## src/rtl/burst2_pkg.sv

```systemverilog
package burst2_pkg;
  // Strobes from control to datapath, valid for the current fast-clock edge
  typedef struct packed {
    logic capWord0;    // positive phase: hold first write word and its mask
    logic capRead;     // positive phase with read select: latch both banks
    logic commitWrite; // negative phase of a selected write cycle
    logic drvFirst;    // positive phase: drive burst position 0
    logic drvSecond;   // negative phase: drive burst position 1
    logic drvIdle;     // positive phase with nothing to drive
  } strobe_t;
endpackage

```

## src/rtl/burst2_bank.sv

```systemverilog
module burst2_bank #(
  parameter int DATA_W = 36,
  parameter int ADDR_W = 4,
  parameter int LANE_W = 9
) (
  input  logic                       clk,
  input  logic                       we,
  input  logic [ADDR_W-1:0]          wAddr,
  input  logic [DATA_W-1:0]          wData,
  input  logic [DATA_W/LANE_W-1:0]   wMaskN,
  input  logic [ADDR_W-1:0]          rAddr,
  output logic [DATA_W-1:0]          rData
);
  localparam int LANES = DATA_W / LANE_W;
  localparam int DEPTH = 1 << ADDR_W;

  logic [DATA_W-1:0] mem [DEPTH];

  always_ff @(posedge clk) begin
    if (we) begin
      for (int l = 0; l < LANES; l++) begin
        if (!wMaskN[l]) mem[wAddr][l*LANE_W +: LANE_W] <= wData[l*LANE_W +: LANE_W];
      end
    end
  end

  assign rData = mem[rAddr];
endmodule

```

## src/rtl/burst2_ctrl.sv

```systemverilog
module burst2_ctrl
  import burst2_pkg::*;
(
  input  logic    clk,
  input  logic    rstN,
  input  logic    kHigh,
  input  logic    rdSelN,
  input  logic    wrSelN,
  output strobe_t strb
);
  logic rdIssued;   // read command taken in the current input cycle
  logic outOn;      // a burst is being driven in the current input cycle
  logic wrPending;  // write command taken at the last positive phase

  always_ff @(posedge clk or negedge rstN) begin
    if (!rstN) begin
      rdIssued  <= 1'b0;
      outOn     <= 1'b0;
      wrPending <= 1'b0;
    end else if (kHigh) begin
      rdIssued  <= ~rdSelN;
      outOn     <= rdIssued;
      wrPending <= ~wrSelN;
    end
  end

  always_comb begin
    strb.capWord0    = kHigh;
    strb.capRead     = kHigh & ~rdSelN;
    strb.commitWrite = ~kHigh & wrPending;
    strb.drvFirst    = kHigh & rdIssued;
    strb.drvIdle     = kHigh & ~rdIssued;
    strb.drvSecond   = ~kHigh & outOn;
  end

  // Phase bit must alternate (R2, R6 depend on it)
  assert_phase_toggle_R6: assert property (@(posedge clk) disable iff (!rstN)
    kHigh |=> !kHigh);

  // Write commit only follows a selected positive phase
  assert_write_commit_R2: assert property (@(posedge clk) disable iff (!rstN)
    strb.commitWrite |-> ($past(kHigh) && !$past(wrSelN)));

  // Output start is three fast edges after the read command
  assert_read_latency_R6: assert property (@(posedge clk) disable iff (!rstN)
    $rose(outOn) |-> ($past(kHigh, 3) && !$past(rdSelN, 3)));
endmodule

```

## src/rtl/burst2_dp.sv

```systemverilog
module burst2_dp
  import burst2_pkg::*;
#(
  parameter int DATA_W = 36,
  parameter int ADDR_W = 4
) (
  input  logic                   clk,
  input  logic                   rstN,
  input  strobe_t                strb,
  input  logic [ADDR_W-1:0]      addr,
  input  logic [DATA_W-1:0]      wrData,
  input  logic [DATA_W/9-1:0]    byteSelN,
  output logic [DATA_W-1:0]      rdData,
  output logic                   rdValid
);
  localparam int LANE_W = 9;
  localparam int LANES  = DATA_W / LANE_W;

  logic [DATA_W-1:0] word0Reg;
  logic [LANES-1:0]  mask0Reg;
  logic [DATA_W-1:0] bankQ [2];
  logic [DATA_W-1:0] rdBuf [2];
  logic [DATA_W-1:0] hold1;

  always_ff @(posedge clk or negedge rstN) begin
    if (!rstN) begin
      word0Reg <= '0;
      mask0Reg <= '1;
    end else if (strb.capWord0) begin
      word0Reg <= wrData;
      mask0Reg <= byteSelN;
    end
  end

  for (genvar b = 0; b < 2; b++) begin : g_bank
    logic [DATA_W-1:0] bankWData;
    logic [LANES-1:0]  bankMaskN;
    if (b == 0) begin : g_first
      assign bankWData = word0Reg;
      assign bankMaskN = mask0Reg;
    end else begin : g_second
      assign bankWData = wrData;
      assign bankMaskN = byteSelN;
    end

    burst2_bank #(.DATA_W(DATA_W), .ADDR_W(ADDR_W), .LANE_W(LANE_W)) u_bank (
      .clk    (clk),
      .we     (strb.commitWrite),
      .wAddr  (addr),
      .wData  (bankWData),
      .wMaskN (bankMaskN),
      .rAddr  (addr),
      .rData  (bankQ[b])
    );

    always_ff @(posedge clk or negedge rstN) begin
      if (!rstN)             rdBuf[b] <= '0;
      else if (strb.capRead) rdBuf[b] <= bankQ[b];
    end
  end

  always_ff @(posedge clk or negedge rstN) begin
    if (!rstN) begin
      rdData  <= '0;
      rdValid <= 1'b0;
      hold1   <= '0;
    end else if (strb.drvFirst) begin
      rdData  <= rdBuf[0];
      hold1   <= rdBuf[1];
      rdValid <= 1'b1;
    end else if (strb.drvSecond) begin
      rdData  <= hold1;
    end else if (strb.drvIdle) begin
      rdData  <= '0;
      rdValid <= 1'b0;
    end
  end

  // A burst always lasts at least two phases
  assert_pair_valid_R7: assert property (@(posedge clk) disable iff (!rstN)
    $rose(rdValid) |=> rdValid);

  // Output is zero while not valid
  assert_idle_zero_R8: assert property (@(posedge clk) disable iff (!rstN)
    !rdValid |-> (rdData == '0));

  // Valid changes only at positive-phase edges
  assert_valid_edge_R8: assert property (@(posedge clk) disable iff (!rstN)
    (rdValid != $past(rdValid)) |-> $past(strb.capWord0));
endmodule

```

## src/rtl/burst2_sram.sv

```systemverilog
module burst2_sram
  import burst2_pkg::*;
#(
  parameter int DATA_W = 36,
  parameter int ADDR_W = 4
) (
  input  logic                   clk,
  input  logic                   rstN,
  input  logic                   kHigh,
  input  logic                   rdSelN,
  input  logic                   wrSelN,
  input  logic [ADDR_W-1:0]      addr,
  input  logic [DATA_W-1:0]      wrData,
  input  logic [DATA_W/9-1:0]    byteSelN,
  output logic [DATA_W-1:0]      rdData,
  output logic                   rdValid
);
  strobe_t strb;

  burst2_ctrl u_ctrl (
    .clk    (clk),
    .rstN   (rstN),
    .kHigh  (kHigh),
    .rdSelN (rdSelN),
    .wrSelN (wrSelN),
    .strb   (strb)
  );

  burst2_dp #(.DATA_W(DATA_W), .ADDR_W(ADDR_W)) u_dp (
    .clk      (clk),
    .rstN     (rstN),
    .strb     (strb),
    .addr     (addr),
    .wrData   (wrData),
    .byteSelN (byteSelN),
    .rdData   (rdData),
    .rdValid  (rdValid)
  );

  // Reset state
  always_comb begin
    if (!rstN) assert_reset_idle_R1: assert (!rdValid && rdData == '0);
  end
endmodule

```

## config.mk

```make
export PLATFORM = sky130hd
export DESIGN_NAME = burst2_sram
export DESIGN_NICKNAME = d
export VERILOG_FILES = /design/src/rtl/burst2_pkg.sv /design/src/rtl/burst2_bank.sv /design/src/rtl/burst2_ctrl.sv /design/src/rtl/burst2_dp.sv /design/src/rtl/burst2_sram.sv
export SDC_FILE = /design/constraint.sdc
export NUM_CORES = 1
export LEC_CHECK = 0
export BUFFER_PORTS_ARGS = -buffer_cell sky130_fd_sc_hd__buf_2
export CAP_MARGIN = 10
export CORE_MARGIN = 2
export CORE_UTILIZATION = 45
export CTS_CLUSTER_DIAMETER = 30
export DETAILED_ROUTE_END_ITERATION = 16
export GPL_TIMING_DRIVEN = 0
export PLACE_DENSITY = 0.71
export SETUP_SLACK_MARGIN = 0.1
export SLEW_MARGIN = 20
export SYNTH_ARGS = -nofsm -noshare
export SYNTH_HDL_FRONTEND = slang
export SYNTH_HIERARCHICAL = 1
export SYNTH_SLANG_ARGS = --single-unit
```

## constraint.sdc

```tcl
create_clock -name clk -period 6.16 [get_ports clk]
set_clock_uncertainty 0.05 [all_clocks]
set_input_delay 0.616 -clock clk [delete_from_list [all_inputs] [get_ports clk]]
set_output_delay 0.616 -clock clk [all_outputs]
set_load 0.05 [all_outputs]
```

### Word level (Yosys, flattened, before mapping)

Memories as Yosys holds them, arrays and structs flattened. A register that Yosys moved wholly into a read port is not among the register bits.
Index checks and enable logic that the tools add are counted.

* flip-flop bits (word level): 116
* memory bits (writable): 1152
* input port bits: 49
* word-level logic and storage cells: 55
* memories kept: 2

Memories
* u_dp.g_bank[0].u_bank.mem: depth 16, bits a word 36, rd ports 1, clocked after memory_dff 1, wr ports 1, RTL line burst2_bank.sv:17 `logic [DATA_W-1:0] mem [DEPTH];`
* u_dp.g_bank[1].u_bank.mem: depth 16, bits a word 36, rd ports 1, clocked after memory_dff 1, wr ports 1, RTL line burst2_bank.sv:17

* eq/ne operators: 1
* muxes and demuxes: 30
* bitwise gates (word level): 9
* reductions and logical operators: 5

Operator list (number)
* 2-to-1 mux 36 bit: 3
* 2-to-1 mux 1 bit: 27
* AND 1 bit: 5
* inverter 1 bit: 4
* nonzero test 3 bit: 1
* logical NOT 1 bit: 2
* != test 2 x 1 -> 1 bit, second input constant: 1
* AND reduction 2 bit: 1
* nonzero test 2 bit: 1

### Longest topological paths before layout

* word-level depth: 5
* depth in mapped cells: 7
* depth with buffers taken out: 4

### Cells and area by module

The synthesis kept the hierarchy.

By module, submodules not included
* burst2_bank: times used 2, cells an instance 977, area an instance 21886.0 um^2, sequential area each 17296.6 um^2
* burst2_dp: times used 1, cells an instance 514, area an instance 7410.9 um^2, sequential area each 4634.4 um^2
* burst2_ctrl: times used 1, cells an instance 13, area an instance 140.1 um^2, sequential area each 75.1 um^2

### Least setup slack after synthesis

No wires, ideal clock.

* path kind: in2reg
* from: in kHigh
* to: mem u_dp.g_bank[0].u_bank.mem[10][18] (enable)
* data arrival time: 1.854 ns
* data required time: 5.736 ns
* setup slack: 3.882 ns
* cell stages on the path: 5
* path buffers: 2
* cells stage by stage: nor2b_1 > nand2b_1 > clkbuf_1 > clkbuf_1 > nor2_1

* cells in the longest elaborated chain, start to end: 4

Ends and longest elaborated chain
* start, declared: RTL line burst2_sram.sv:9 `input logic kHigh,`
* inverter 1 bit: RTL line burst2_ctrl.sv:30 `strb.commitWrite = ~kHigh & wrPending;`
* AND 1 bit: RTL line burst2_ctrl.sv:30
* 2-to-1 mux 1 bit: RTL line burst2_bank.sv:20 `if (we) begin`
* 2-to-1 mux 1 bit (not written as such): RTL line burst2_bank.sv:22 `if (!wMaskN[l]) mem[wAddr][l*LANE_W +: LANE_W] <= wData[l*LANE_W +: LANE_W];`
* end, declared: RTL line burst2_bank.sv:17

Every way passes these cells.

==> impl_metrics.json <==
{
  "endpoint_kind": "register",
  "yosysWarnings": 6,
  "area.sequential_mm2": 0.0393,
  "netlist_area_mm2": 0.0513,
  "fin_crit_ps": 3110,
  "multi_input_area_mm2": 0.0113,
  "cts_root_buffer": "clkbuf_16",
  "finalHoldViolCount": 0,
  "swShare_pct": 23.1,
  "gp_congestion": 0.819,
  "hp-class": "in2reg",
  "die_area_mm2": 0.117,
  "cell_internal_pwr_uw": 19200,
  "fmax_ghz": 0.322,
  "drc_errors": 0,
  "avgSynthCellArea_um2": 20.7,
  "first_pass_iters": 5,
  "power_density_mw_per_mm2": 404,
  "pwr-share-comb_pct": 5.5,
  "coreArea_mm2": 0.113,
  "cp.arrival_ps": 3470,
  "clock-sinks": 1340,
  "h-tree-depth": 4,
  "numCtsBuffers": 231,
  "synth_fp_nets": 2530,
  "fin_setup_tns_ps": 0,
  "hold_ws_ps": 108,
  "via_per_inst": 5.90,
  "critPathRequiredTime_ps": 6520,
  "yosysTopAreaCellShare_pct": 67.4,
  "worstPathMaxFanout": 10,
  "die_height_um": 342,
  "place_inst": 4067,
  "io-pin-count": 86,
  "final_layout_size_suffix_gt1_share_pct": 33.5,
  "synthFlopType": "edfxtp_1",
  "crit_path_start_kind": "register",
  "drt-initial-drc-count": 2976,
  "outcome": "finished, final reports clean",
  "yosys.area.top_type": "edfxtp_1",
  "dp_hpwl_mm": 80.0,
  "synth_edf_count": 1152,
  "grt_pass1_vias": 28000,
  "clk_pin_slew_ps": 50,
  "gr-usage-all-layers_pct": 21.3,
  "ys_ff_latch": 1340,
  "cellLeakagePower_uw": 0.0209,
  "drt_wl_total_mm": 123,
  "utilization_pct": 54.9,
  "irDropWorstVdd_uv": 310,
  "overflow": 0,
  "ys_top_cells_by_area": "edfxtp_1, mux4_2, dfrtp_1",
  "port_buffers": 85,
  "finalCritPeriodShare_pct": 50.5,
  "clock_path_buffers": 3,
  "clock_power_share_pct": 52.3,
  "rsz0062_at_grt": "no",
  "vias": 26600,
  "clock_latency_ps": 800,
  "die_w_um": 342,
  "avgRoutedWirePerCell_um": 27.3,
  "setup_viol": 0,
  "grt_max_degree": 99,
  "crit_type": "reg2reg",
  "slew_viol_final": 0,
  "start_util_pct": 45.5,
  "worstMarginPinSlew_ps": 1170,
  "num-nets-final": 2851,
  "synth_cell_types": 26,
  "area_growth_pct": 20.6,
  "cts_tree": "built",
  "nFillCells": 8113,
  "antenna_found_initial": 13,
  "postSynthCellCount": 2481,
  "final_cells": 4516,
  "slew_headroom_pct": 22.0,
  "ant_nets": 0,
  "num_rows": 123,
  "switchingPower_uw": 5780,
  "max_cap_viol_count": 0,
  "grt_first_pass_wirelength_mm": 182,
  "sequentialPowerShare_pct": 42.1,
  "yosysSeqAreaShare_pct": 76.6,
  "async_flop_share_pct": 14.0
}
-- timing repair --
action | CTS | global route
hold buffers | 2 | 0
setup buffers | 0 | 0
endpoints found under the hold margin | 89 | 0
gates resized for setup | 0 | 0
-- routing by layer --
layer	wire, um	vias to the layer above	global-route usage (%)
met5	41	-	0
met4	3480	8	7.45
met3	12500	267	6.44
met2	59400	1430	33.6
met1	48000	14000	28.2
li1	-	10900	-
-- synthesized netlist by cell type, types with 2 or more instances --
library cell     n
a21o_1           2
a21oi_1         72
a22oi_1        144
and2_1           2
buf_1            9
buf_2           55
buf_4            3
buf_6           18
clkbuf_1        61
dfrtp_1        184
dfstp_2          4
edfxtp_1      1152
mux2_2         148
mux4_2         288
nand2_1         90
nand2b_1         9
nand3_1         12
nand4_1          2
nor2_1         135
nor2b_1         50
or3b_1          36
-- registers in the layout, indices dropped and copies added (netlist names) --
| name | flops |
|---|---|
| u_ctrl/wrPending | 1 |
| u_dp/g_bank.u_bank/mem | 1152 |
| u_dp/rdValid | 1 |
| u_dp/hold1 | 36 |
| u_dp/g_bank.bankMaskN | 4 |
| u_ctrl/rdIssued | 1 |
| u_dp/g_bank.bankWData | 36 |
| u_ctrl/outOn | 1 |
| u_dp/rdBuf | 72 |
| u_dp/rdData | 36 |
-- critical path, stage by stage, from the launching register on --
cell	delay, ps
dfrtp_1	320
nor2b_1	680
nand2b_1	220
clkbuf_1	260
clkbuf_1	270
nor2_1	900
-- layout by cell type (no fill, tap or decap), types with 36 or more instances in the layout --
master     instances
edfxtp_1        1152
mux4_2           288
clkbuf_16        235
dfrtp_1          184
mux2_2           148
a22oi_1          144
buf_2            139
nor2_1           127
nand2_1           90
clkbuf_1          79
a21oi_1           72
nor2b_1           50
or3b_1            36
-- path summary, 6_finish.rpt --
kind,startpoint,endpoint,slack (ps),depth (start not counted)
worst max-delay path,u_ctrl/wrPending,u_dp/g_bank[1].u_bank/mem[8][8],3050,5
worst min-delay path,byteSelN[3],u_dp/g_bank[0].bankMaskN[3],110,2
worst max register to register,u_ctrl/wrPending,u_dp/g_bank[1].u_bank/mem[8][8],3050,5
worst min register to register,u_dp/rdBuf[29],u_dp/rdBuf[29],450,1
max in group asynchronous,rstN,u_dp/g_bank[0].bankMaskN[0],4680,3
min in group asynchronous,rstN,u_dp/hold1[29],370,2
-- power by group through the flow --
stage	sequential, uW	clock [uW]	combinational, uW
4_1_cts	10500	13200	1380
3_5_place_dp	10700	0	1360
6_report	10500	13100	1380
2_1_floorplan	10700	0	717
3_3_place_gp	10700	0	1320
5_1_grt	10600	13700	1470
-- final cells by class --
class	count	area share, %
buffer	146	1.23
multi-input combinational	994	18.2
timing repair buffer	88	0.780
tap	1500	3.03
antenna	6	0.0243
clock buffer	259	9.74
clock inverter	182	3.49
inverter	1	0.00606
sequential	1340	63.5
-- kinds of logic after synthesis --
family,Yosys count,synth area share [%]
AO/OA/AOI/OAI,219,2.85
buffers and inverters,147,1.49
flip-flops,1340,76.6
multiplexers,436,15.9
AND/OR/NAND/NOR,339,3.19
-- stage by stage --
stage,power [uW],setup WS (ps),area [um2]
2_1_floorplan,11500,3880,51300
3_3_place_gp,12000,1600,53600
3_5_place_dp,12100,2650,53700
4_1_cts,25100,3110,61900
5_1_grt,25700,2890,61900
6_report,25000,3050,61900
Power figures use the tool's default switching activity.
